**src/rtl/btn_symbol_pkg.sv**
```systemverilog
package btn_symbol_pkg;

    localparam int NUM_BTN = 3;
    localparam logic [NUM_BTN-1:0] BTN_IDLE = '1;

    typedef enum logic [1:0] {
        SYM_A    = 2'b00,
        SYM_B    = 2'b01,
        SYM_NONE = 2'b10,
        SYM_C    = 2'b11
    } sym_e;

    // True when exactly one active-low line is pulled down.
    function automatic logic one_pressed(input logic [NUM_BTN-1:0] v);
        return $countones(~v) == 1;
    endfunction

    function automatic sym_e encode(input logic [NUM_BTN-1:0] v);
        sym_e s;
        case (v)
            3'b110:  s = SYM_A;
            3'b101:  s = SYM_B;
            3'b011:  s = SYM_C;
            default: s = SYM_NONE;
        endcase
        return s;
    endfunction

endpackage

```
**src/rtl/btn_sync.sv**
```systemverilog
module btn_sync #(
    parameter int W = 3
) (
    input  logic         clk,
    input  logic         rst,
    input  logic [W-1:0] raw_i,
    output logic [W-1:0] sync_o
);
    for (genvar i = 0; i < W; i++) begin : g_bit
        logic meta_q, sync_q;
        always_ff @(posedge clk) begin
            if (rst) begin
                meta_q <= 1'b1;
                sync_q <= 1'b1;
            end else begin
                meta_q <= raw_i[i];
                sync_q <= meta_q;
            end
        end
        assign sync_o[i] = sync_q;
    end
endmodule

```
**src/rtl/btn_debounce.sv**
```systemverilog
module btn_debounce #(
    parameter int W      = 3,
    parameter int CYCLES = 50000
) (
    input  logic         clk,
    input  logic         rst,
    input  logic [W-1:0] sync_i,
    output logic [W-1:0] stable_o
);
    localparam int          CW   = $clog2(CYCLES + 1);
    localparam logic [CW-1:0] LAST = CW'(CYCLES - 1);

    logic [W-1:0]  cand_q, stable_q;
    logic [CW-1:0] cnt_q;

    always_ff @(posedge clk) begin
        if (rst) begin
            cand_q   <= '1;
            stable_q <= '1;
            cnt_q    <= '0;
        end else if (sync_i != cand_q) begin
            cand_q <= sync_i;
            cnt_q  <= '0;
        end else if (cand_q != stable_q) begin
            if (cnt_q == LAST) begin
                stable_q <= cand_q;
                cnt_q    <= '0;
            end else begin
                cnt_q <= cnt_q + 1'b1;
            end
        end else begin
            cnt_q <= '0;
        end
    end

    assign stable_o = stable_q;

    // Settled value may only move after a full qualification window.
    assert_settle_window_R7: assert property (@(posedge clk) disable iff (rst)
        !$stable(stable_q) |-> ($past(cnt_q) == LAST && $past(cand_q) == stable_q));
endmodule

```
**src/rtl/btn_press_detect.sv**
```systemverilog
module btn_press_detect
    import btn_symbol_pkg::*;
(
    input  logic               clk,
    input  logic               rst,
    input  logic [NUM_BTN-1:0] stable_i,
    output logic               valid_o,
    output sym_e               code_o
);
    logic [NUM_BTN-1:0] prev_q;
    logic               valid_q;
    sym_e               code_q;
    logic               fire;

    assign fire = (stable_i != prev_q) && (prev_q == BTN_IDLE) && one_pressed(stable_i);

    always_ff @(posedge clk) begin
        if (rst) begin
            prev_q  <= BTN_IDLE;
            valid_q <= 1'b0;
            code_q  <= SYM_NONE;
        end else begin
            prev_q  <= stable_i;
            valid_q <= fire;
            code_q  <= fire ? encode(stable_i) : SYM_NONE;
        end
    end

    assign valid_o = valid_q;
    assign code_o  = code_q;

    assert_single_pulse_R4: assert property (@(posedge clk) disable iff (rst)
        valid_q |=> !valid_q);
    assert_event_single_key_R6: assert property (@(posedge clk) disable iff (rst)
        valid_q |-> one_pressed(prev_q));
    assert_prior_idle_R8: assert property (@(posedge clk) disable iff (rst)
        valid_q |-> $past(prev_q) == BTN_IDLE);
endmodule

```
**src/rtl/btn_symbol_encoder.sv**
```systemverilog
module btn_symbol_encoder
    import btn_symbol_pkg::*;
#(
    parameter int DEBOUNCE_CYCLES = 50000
) (
    input  logic       clk,
    input  logic       rst,
    input  logic [2:0] btn_n,
    output logic       sym_valid,
    output logic [1:0] sym_code
);
    logic [NUM_BTN-1:0] sync_v, stable_v;
    sym_e               code;

    btn_sync #(.W(NUM_BTN)) u_sync (
        .clk(clk), .rst(rst), .raw_i(btn_n), .sync_o(sync_v)
    );

    btn_debounce #(.W(NUM_BTN), .CYCLES(DEBOUNCE_CYCLES)) u_deb (
        .clk(clk), .rst(rst), .sync_i(sync_v), .stable_o(stable_v)
    );

    btn_press_detect u_det (
        .clk(clk), .rst(rst), .stable_i(stable_v), .valid_o(sym_valid), .code_o(code)
    );

    assign sym_code = code;

    assert_reset_quiet_R1: assert property (@(posedge clk)
        rst |=> !sym_valid);
    assert_code_reserved_R9: assert property (@(posedge clk) disable iff (rst)
        sym_valid |-> sym_code != 2'b10);
    assert_idle_code_R9: assert property (@(posedge clk) disable iff (rst)
        !sym_valid |-> sym_code == 2'b10);
endmodule

```
**config.mk**
```make
export PLATFORM = sky130hd
export DESIGN_NAME = btn_symbol_encoder
export DESIGN_NICKNAME = d
export VERILOG_FILES = /design/src/rtl/btn_symbol_pkg.sv /design/src/rtl/btn_sync.sv /design/src/rtl/btn_debounce.sv /design/src/rtl/btn_press_detect.sv /design/src/rtl/btn_symbol_encoder.sv
export SDC_FILE = /design/constraint.sdc
export NUM_CORES = 1
export LEC_CHECK = 0
export BUFFER_PORTS_ARGS = -buffer_cell sky130_fd_sc_hd__buf_2
export CAP_MARGIN = 10
export CORE_MARGIN = 5
export CORE_UTILIZATION = 40
export CTS_BUF_LIST = sky130_fd_sc_hd__clkbuf_2
export DETAILED_ROUTE_END_ITERATION = 7
export MAX_ROUTING_LAYER = met4
export PLACE_DENSITY = 0.69
export SYNTH_ARGS = -nofsm -noshare
export SYNTH_HDL_FRONTEND = slang
export SYNTH_SLANG_ARGS = --single-unit
```
**constraint.sdc**
```tcl
create_clock -name clk -period 1.84 [get_ports clk]
set_clock_uncertainty 0.05 [all_clocks]
set_input_delay 0.368 -clock clk [delete_from_list [all_inputs] [get_ports clk]]
set_output_delay 0.368 -clock clk [all_outputs]
set_load 0.005 [all_outputs]
```
==> flow_metrics.env, run 1 <==
export IMPL_wl_per_cell_um=11.25
export IMPL_post_route_period_util=1.002
export IMPL_synth_top_flop_cell="dfxtp_1"
export IMPL_antenna_found_initial=0
export IMPL_route_detailed_drc=0
export IMPL_worstSkewPairLatency_ps=370
export IMPL_post_cts_setup_buffer_count=0
export IMPL_synth_nets=160
export IMPL_slew_headroom=0.7137
export IMPL_synth_edf_count=0
export IMPL_rsz0062_at_grt="yes"
export IMPL_hold_class="input port to flop"
export IMPL_vdd_drop_max_mv=0.3583
export IMPL_drv_slew=0
export IMPL_ant_nets=0
export IMPL_holdBufCountCts=0
export IMPL_tightest_slew_ps=425.5
export IMPL_cp_slowest_stage_delay_ps=530
export IMPL_violations="negative setup slack"
export IMPL_dp_cells=211
export IMPL_grt_overflow=0
export IMPL_first_pass_iters=4
export IMPL_critPathLaunchType="flop"
export IMPL_std_cell_rows=21
export IMPL_critPathLaunch="u_deb.cnt_q[13]$_SDFF_PP0_"
export IMPL_fill_cells=294
export IMPL_first_iter_violations=40
export IMPL_cts_buffers=5
export IMPL_cap_violations=0
export IMPL_grt_pass1_vias=1086
export IMPL_cts_tree="yes"
export IMPL_cpMaxStageDelayCell="or4b_4"
export IMPL_ys_types=27
export IMPL_syn_cell_area_mm2=0.001430
export IMPL_min_delay_start="btn_n[2]"
export IMPL_track_usage=0.1211
export IMPL_cts_num_sinks=34
export IMPL_p_leak_nw=0.6382
export IMPL_die_area_mm2=0.004871
export IMPL_ys_seq_area_frac=0.4759
export IMPL_hpwl_um=1757
export IMPL_num_io_pins=8
export IMPL_p_per_area_mw_per_mm2=713.9
export IMPL_setup_violations=1
export IMPL_crit_type="flop to flop"
export IMPL_core_area_mm2=0.003390
export IMPL_syn_area_per_cell_um2=9.729
export IMPL_die_w_um=69.80
export IMPL_finalNonFillerCells=219
export IMPL_cp_max_fo=3
export IMPL_path_clk_slew_ps=160
export IMPL_gp_congestion=0.8295
export IMPL_period_minus_slack_ps=1843
export IMPL_nNetsFinal=185
export IMPL_synth_warnings=0
export IMPL_crit_chain="or4b_4 > or4_4 > nor2_4 > mux2i_1"
export IMPL_cts_root_buf="clkbuf_2"
export IMPL_worstPathRequired_ps=2100
export IMPL_synthCells=147
export IMPL_port_buffers=7
export IMPL_vias_per_cell=4.753
export IMPL_area_growth_pct=24.06
export IMPL_r2r_start="u_deb.cnt_q[13]$_SDFF_PP0_"
export IMPL_clockBufferDepth=2
export IMPL_grt_pass1_wl_um=4540
export IMPL_start_util=0.4219
export IMPL_cp_data_arrival_time_ps=2110
export IMPL_vias=1041
export IMPL_fmax_ghz=0.5425
export IMPL_fin_ws_ps=-3.348
export IMPL_grt_max_degree=17
export IMPL_end_kind="flop"
export IMPL_drive_gt1_frac=0.2948
export IMPL_status="finished with violations"
export IMPL_ys_seq_elements=34
export IMPL_antenna_cells=0
export IMPL_async_reset_ff_frac=0
export IMPL_die_y_um=69.80
export IMPL_setup_tns_ps=-3.348
export IMPL_hold_violations=0
export IMPL_drt_total_wl_um=2464
export IMPL_htreeDepth=2
==> repair_timing <==
item,CTS,global route
pin swaps,6,7
resized for setup,8,5
endpoints found under the setup margin,5,7
endpoints found under the hold margin,0,0
==> per-stage QoR <==
stage / util / setup slack (ps) / instance area (um2) / hold WS [ps] / total power, W
3_3_place_gp: 0.4839 / 11.77 / 1640 / 343.0 / 0.0007995
6_report: 0.5234 / -3.348 / 1774 / 107.8 / 0.001267
4_1_cts: 0.5172 / -5.961 / 1753 / 90.57 / 0.001280
5_1_grt: 0.5234 / -101.2 / 1774 / 85.76 / 0.001311
3_5_place_dp: 0.4839 / -91.52 / 1640 / 351.0 / 0.0008013
2_1_floorplan: - / 6.902 / 1441 / 339.5 / 0.0007866
==> sequential cells by signal, summed over array words and instances, names as in the netlist <==
register,flops
u_sync.g_bit.meta_q,3
u_deb.cnt_q,16
u_det.code_o,2
u_deb.stable_o,3
u_det.prev_q,3
u_sync.g_bit.sync_q,3
u_deb.cand_q,3
u_det.valid_o,1
==> cells by family (layout without fill, tap and decap cells) <==
group | Yosys count | after routing | synth area share
AO/OA/AOI/OAI | 2 | 2 | 0.009629
flip-flops | 34 | 34 | 0.4759
buffers and inverters | 14 | 40 | 0.03937
multiplexers | 4 | 4 | 0.02800
adder cells (fa/ha/maj) | 8 | 8 | 0.07524
AND/OR/NAND/NOR | 65 | 65 | 0.2493
XOR/XNOR | 20 | 20 | 0.1225
==> power breakdown <==
group	internal [W]	switching [W]	total [W]
registers	0.000744	0.00000492	0.000749
logic	0.0000198	0.0000185	0.0000383
clock network	0.000242	0.000237	0.000479
total	0.00101	0.000260	0.00127
==> cell usage after synthesis, drive strengths merged, types with 2 or more instances <==
cell / instances / area [um2]
nor2: 25 / 101.4
inv: 10 / 37.54
or4: 2 / 18.77
nand2: 3 / 11.26
buf: 3 / 15.01
nor4: 6 / 37.54
ha: 7 / 87.58
dfxtp: 34 / 680.7
nor3: 5 / 25.02
xnor2: 16 / 140.1
nand4: 4 / 25.02
or2: 9 / 56.30
xor2: 4 / 35.03
nand3: 6 / 30.03
mux2i: 4 / 40.04
==> layer usage <==
metal,vias up,track usage,part of all wire
met3,12,0.04058,0.046
li1,530,-,-
met1,478,0.1236,0.44
met2,21,0.1868,0.47
met4,0,0.1000,0.041
met5,-,-,0
==> worst paths after layout <==
path                                  endpoint  slack [ps]  cells past startpoint
max reg2reg     u_deb.stable_o[1]$_SDFFE_PP1P_          -3                      4
min reg2reg  u_sync.g_bit[0].sync_q$_SDFF_PP1_         390                      1
max             u_deb.stable_o[1]$_SDFFE_PP1P_          -3                      4
min          u_sync.g_bit[2].meta_q$_SDFF_PP1_         110                      2
==> area by class of cell <==
cell class / count / area [um2] / share of cell area
multi-input combinational: 99 / 759.5 / 0.4281
clock buffer: 7 / 35.03 / 0.01975
sequential: 34 / 688.2 / 0.3879
tap: 46 / 57.56 / 0.03244
clock inverter: 1 / 30.03 / 0.01693
inverter: 10 / 40.04 / 0.02257
timing repair buffer: 22 / 163.9 / 0.09238
==> worst max-delay path, delay by kind of cell (launching register included) <==
kind	cells	cell delay [ps]
DFF	1	350
and+or+nand+nor	3	1200
muxes	1	180
==> placed cells by master (no fill, tap or decap), drive strengths merged, types with 5 or more instances in the layout <==
cell,count
dfxtp,34
nor2,25
buf,22
xnor2,16
inv,10
or2,9
clkbuf,7
ha,7
nor4,6
nand3,6
nor3,5
No activity file was read; power rests on OpenSTA's default activity.
==> run 2, diff against run 1 <==
- CELL_PAD_IN_SITES_DETAIL_PLACEMENT: default -> 0
- CELL_PAD_IN_SITES_GLOBAL_PLACEMENT: default -> 1
- PLACE_DENSITY: 0.69 -> 0.82
==> run 2 against run 1 <==
Against the previous run:
- critical endpoint is now u_deb.stable_o[2]$_SDFFE_PP1P_
- die area unchanged
- register-to-register slack worse by 20 ps
- highest routed layer unchanged
- flip-flop and latch count unchanged
- the flow still finishes with violations (negative setup slack)
- combinational power decreased by 4%
==> flow_metrics.env, run 2 (synthesis results as in run 1) <==
export IMPL_wl_per_cell_um=11.70
export IMPL_grt_max_degree=17
export IMPL_cts_root_buf="clkbuf_2"
export IMPL_cp_data_arrival_time_ps=2120
export IMPL_violations="negative setup slack"
export IMPL_area_growth_pct=24.85
export IMPL_first_pass_iters=5
export IMPL_setup_violations=3
export IMPL_route_detailed_drc=0
export IMPL_drv_slew=0
export IMPL_ant_nets=0
export IMPL_num_io_pins=8
export IMPL_vdd_drop_max_mv=0.4243
export IMPL_gp_congestion=0.7767
export IMPL_cts_tree="yes"
export IMPL_crit_type="flop to flop"
export IMPL_cap_violations=0
export IMPL_vias_per_cell=4.732
export IMPL_status="finished with violations"
export IMPL_post_route_period_util=1.012
export IMPL_htreeDepth=2
export IMPL_vias=1041
export IMPL_std_cell_rows=21
export IMPL_worstSkewPairLatency_ps=370
export IMPL_hold_violations=0
export IMPL_end_kind="flop"
export IMPL_post_place_ws_ps=-104.0
export IMPL_min_delay_start="btn_n[0]"
export IMPL_p_leak_nw=0.6417
export IMPL_fmax_ghz=0.5370
export IMPL_worstRegToRegCells=4
export IMPL_fin_ws_ps=-22.31
export IMPL_tightest_slew_ps=322.3
export IMPL_antenna_cells=0
export IMPL_nNetsFinal=186
export IMPL_power_frac_clock=0.377
export IMPL_p_sw_frac=0.2031
export IMPL_cts_num_sinks=34
export IMPL_worstPathRequired_ps=2100
export IMPL_critPathLaunchType="flop"
export IMPL_p_per_area_mw_per_mm2=707.1
export IMPL_hold_class="input port to flop"
export IMPL_period_minus_slack_ps=1862
export IMPL_clockBufferDepth=2
export IMPL_dp_cells=210
export IMPL_die_area_mm2=0.004871
export IMPL_largest_register="u_deb.cnt_q"
export IMPL_hpwl_um=1815
export IMPL_grt_pass1_wl_um=4726
export IMPL_r2r_start="u_deb.cnt_q[11]$_SDFF_PP0_"
export IMPL_die_w_um=69.80
export IMPL_start_util=0.4219
export IMPL_track_usage=0.1248
export IMPL_grt_pass1_vias=1082
export IMPL_drive_gt1_frac=0.3103
export IMPL_final_cell_mix="dfxtp_1, nor2_1, xnor2_1, buf_4, inv_1"
export IMPL_p_int_w=0.001006
export IMPL_setup_tns_ps=-38.57
export IMPL_drt_total_wl_um=2575
export IMPL_p_total_w=0.001263
export IMPL_layout_commonest_cell="dfxtp_1"
export IMPL_grt_overflow=0
export IMPL_port_buffers=7
export IMPL_whs_endpoint="u_sync.g_bit[0].meta_q$_SDFF_PP1_"
export IMPL_finalNonFillerCells=220
export IMPL_cts_buffers=5
export IMPL_cp_max_fo=3
export IMPL_antenna_found_initial=0
export IMPL_path_clk_slew_ps=160
export IMPL_slew_headroom=0.7831
export IMPL_regToRegSetupSlack_ps=-20
export IMPL_rsz0062_at_grt="yes"
export IMPL_first_iter_violations=42
export IMPL_power_switching_w=0.0002564
export IMPL_p_seq_frac=0.593
export IMPL_die_y_um=69.80
export IMPL_timing_rr_end="u_deb.stable_o[2]$_SDFFE_PP1P_"
export IMPL_core_area_mm2=0.003390
export IMPL_p_comb_frac=0.029
export IMPL_hold_path_cell_count=2
export IMPL_largest_reg_flops=16
==> run 2: cell types whose count changed in the layout (fill, tap and decap cells not counted), sizes merged <==
cell  change
buf       +1
==> run 2: area by class of cell <==
cell class / count / area, um2
clock buffers: 7 / 35.03
fillers: 315 / 1604
repair buffers: 23 / 171.4
clock inverters: 1 / 30.03
multi-input cells: 99 / 764.5
well taps: 46 / 57.56
flip-flops and latches: 34 / 689.4
inverters: 10 / 37.54
==> run 2: through the flow <==
| step | utilization | instance area (um2) | hold WS [ps] |
|---|---|---|---|
| after floorplan | - | 1441 | 339.5 |
| final | 0.5268 | 1785 | 113.7 |
| after global routing | 0.5268 | 1785 | 95.70 |
| after CTS | 0.5194 | 1760 | 88.10 |
| after global placement | 0.4817 | 1633 | 342.0 |
| after detailed placement | 0.4817 | 1633 | 349.8 |
==> run 2: timing repair <==
action | in CTS | in global routing
setup endpoints to repair | 5 | 11
gates resized for setup | 8 | 6
gates cloned | 0 | 0
setup buffers | 2 | 0
pin swaps | 4 | 5
hold buffers | 0 | 0
==> run 2: per-layer routing <==
metal	track usage	vias to the layer above	share of wire
met4	0.05106	0	0.016
met5	-	-	0
met1	0.1430	479	0.47
met2	0.1973	20	0.47
li1	-	538	-
met3	0.04493	4	0.046
==> run 2: critical path, stage by stage, from the launching register on <==
cell     delay, ps
dfxtp_1        350
or4b_4         540
or4_4          540
nor2_4         140
mux2i_1        200
==> run 2: power groups by stage <==
| stage | clock network [W] | registers [W] | logic (W) |
|---|---|---|---|
| final | 0.000477 | 0.000749 | 0.0000367 |
| after global placement | 0 | 0.000764 | 0.0000351 |
| after detailed placement | 0 | 0.000765 | 0.0000365 |
| after CTS | 0.000497 | 0.000749 | 0.0000365 |
| after global routing | 0.000531 | 0.000751 | 0.0000424 |
| after floorplan | 0 | 0.000764 | 0.0000229 |
==> run 2: how the worst max path moves through the flow <==
stage / startpoint / endpoint / slack, ps / depth (start not counted)
4_1_cts: u_deb.cnt_q[11]$_SDFF_PP0_ / u_deb.stable_o[2]$_SDFFE_PP1P_ / -30 / 4
6_report: u_deb.cnt_q[11]$_SDFF_PP0_ / u_deb.stable_o[2]$_SDFFE_PP1P_ / -20 / 4
5_1_grt: u_deb.cnt_q[11]$_SDFF_PP0_ / u_deb.stable_o[2]$_SDFFE_PP1P_ / -90 / 4
2_1_floorplan: u_deb.stable_o[0]$_SDFFE_PP1P_ / u_det.code_o[1]$_SDFF_PP1_ / 7 / 8
3_5_place_dp: u_deb.stable_o[0]$_SDFFE_PP1P_ / u_det.code_o[1]$_SDFF_PP1_ / -100 / 8
3_3_place_gp: u_deb.stable_o[0]$_SDFFE_PP1P_ / u_det.code_o[1]$_SDFF_PP1_ / 7 / 8
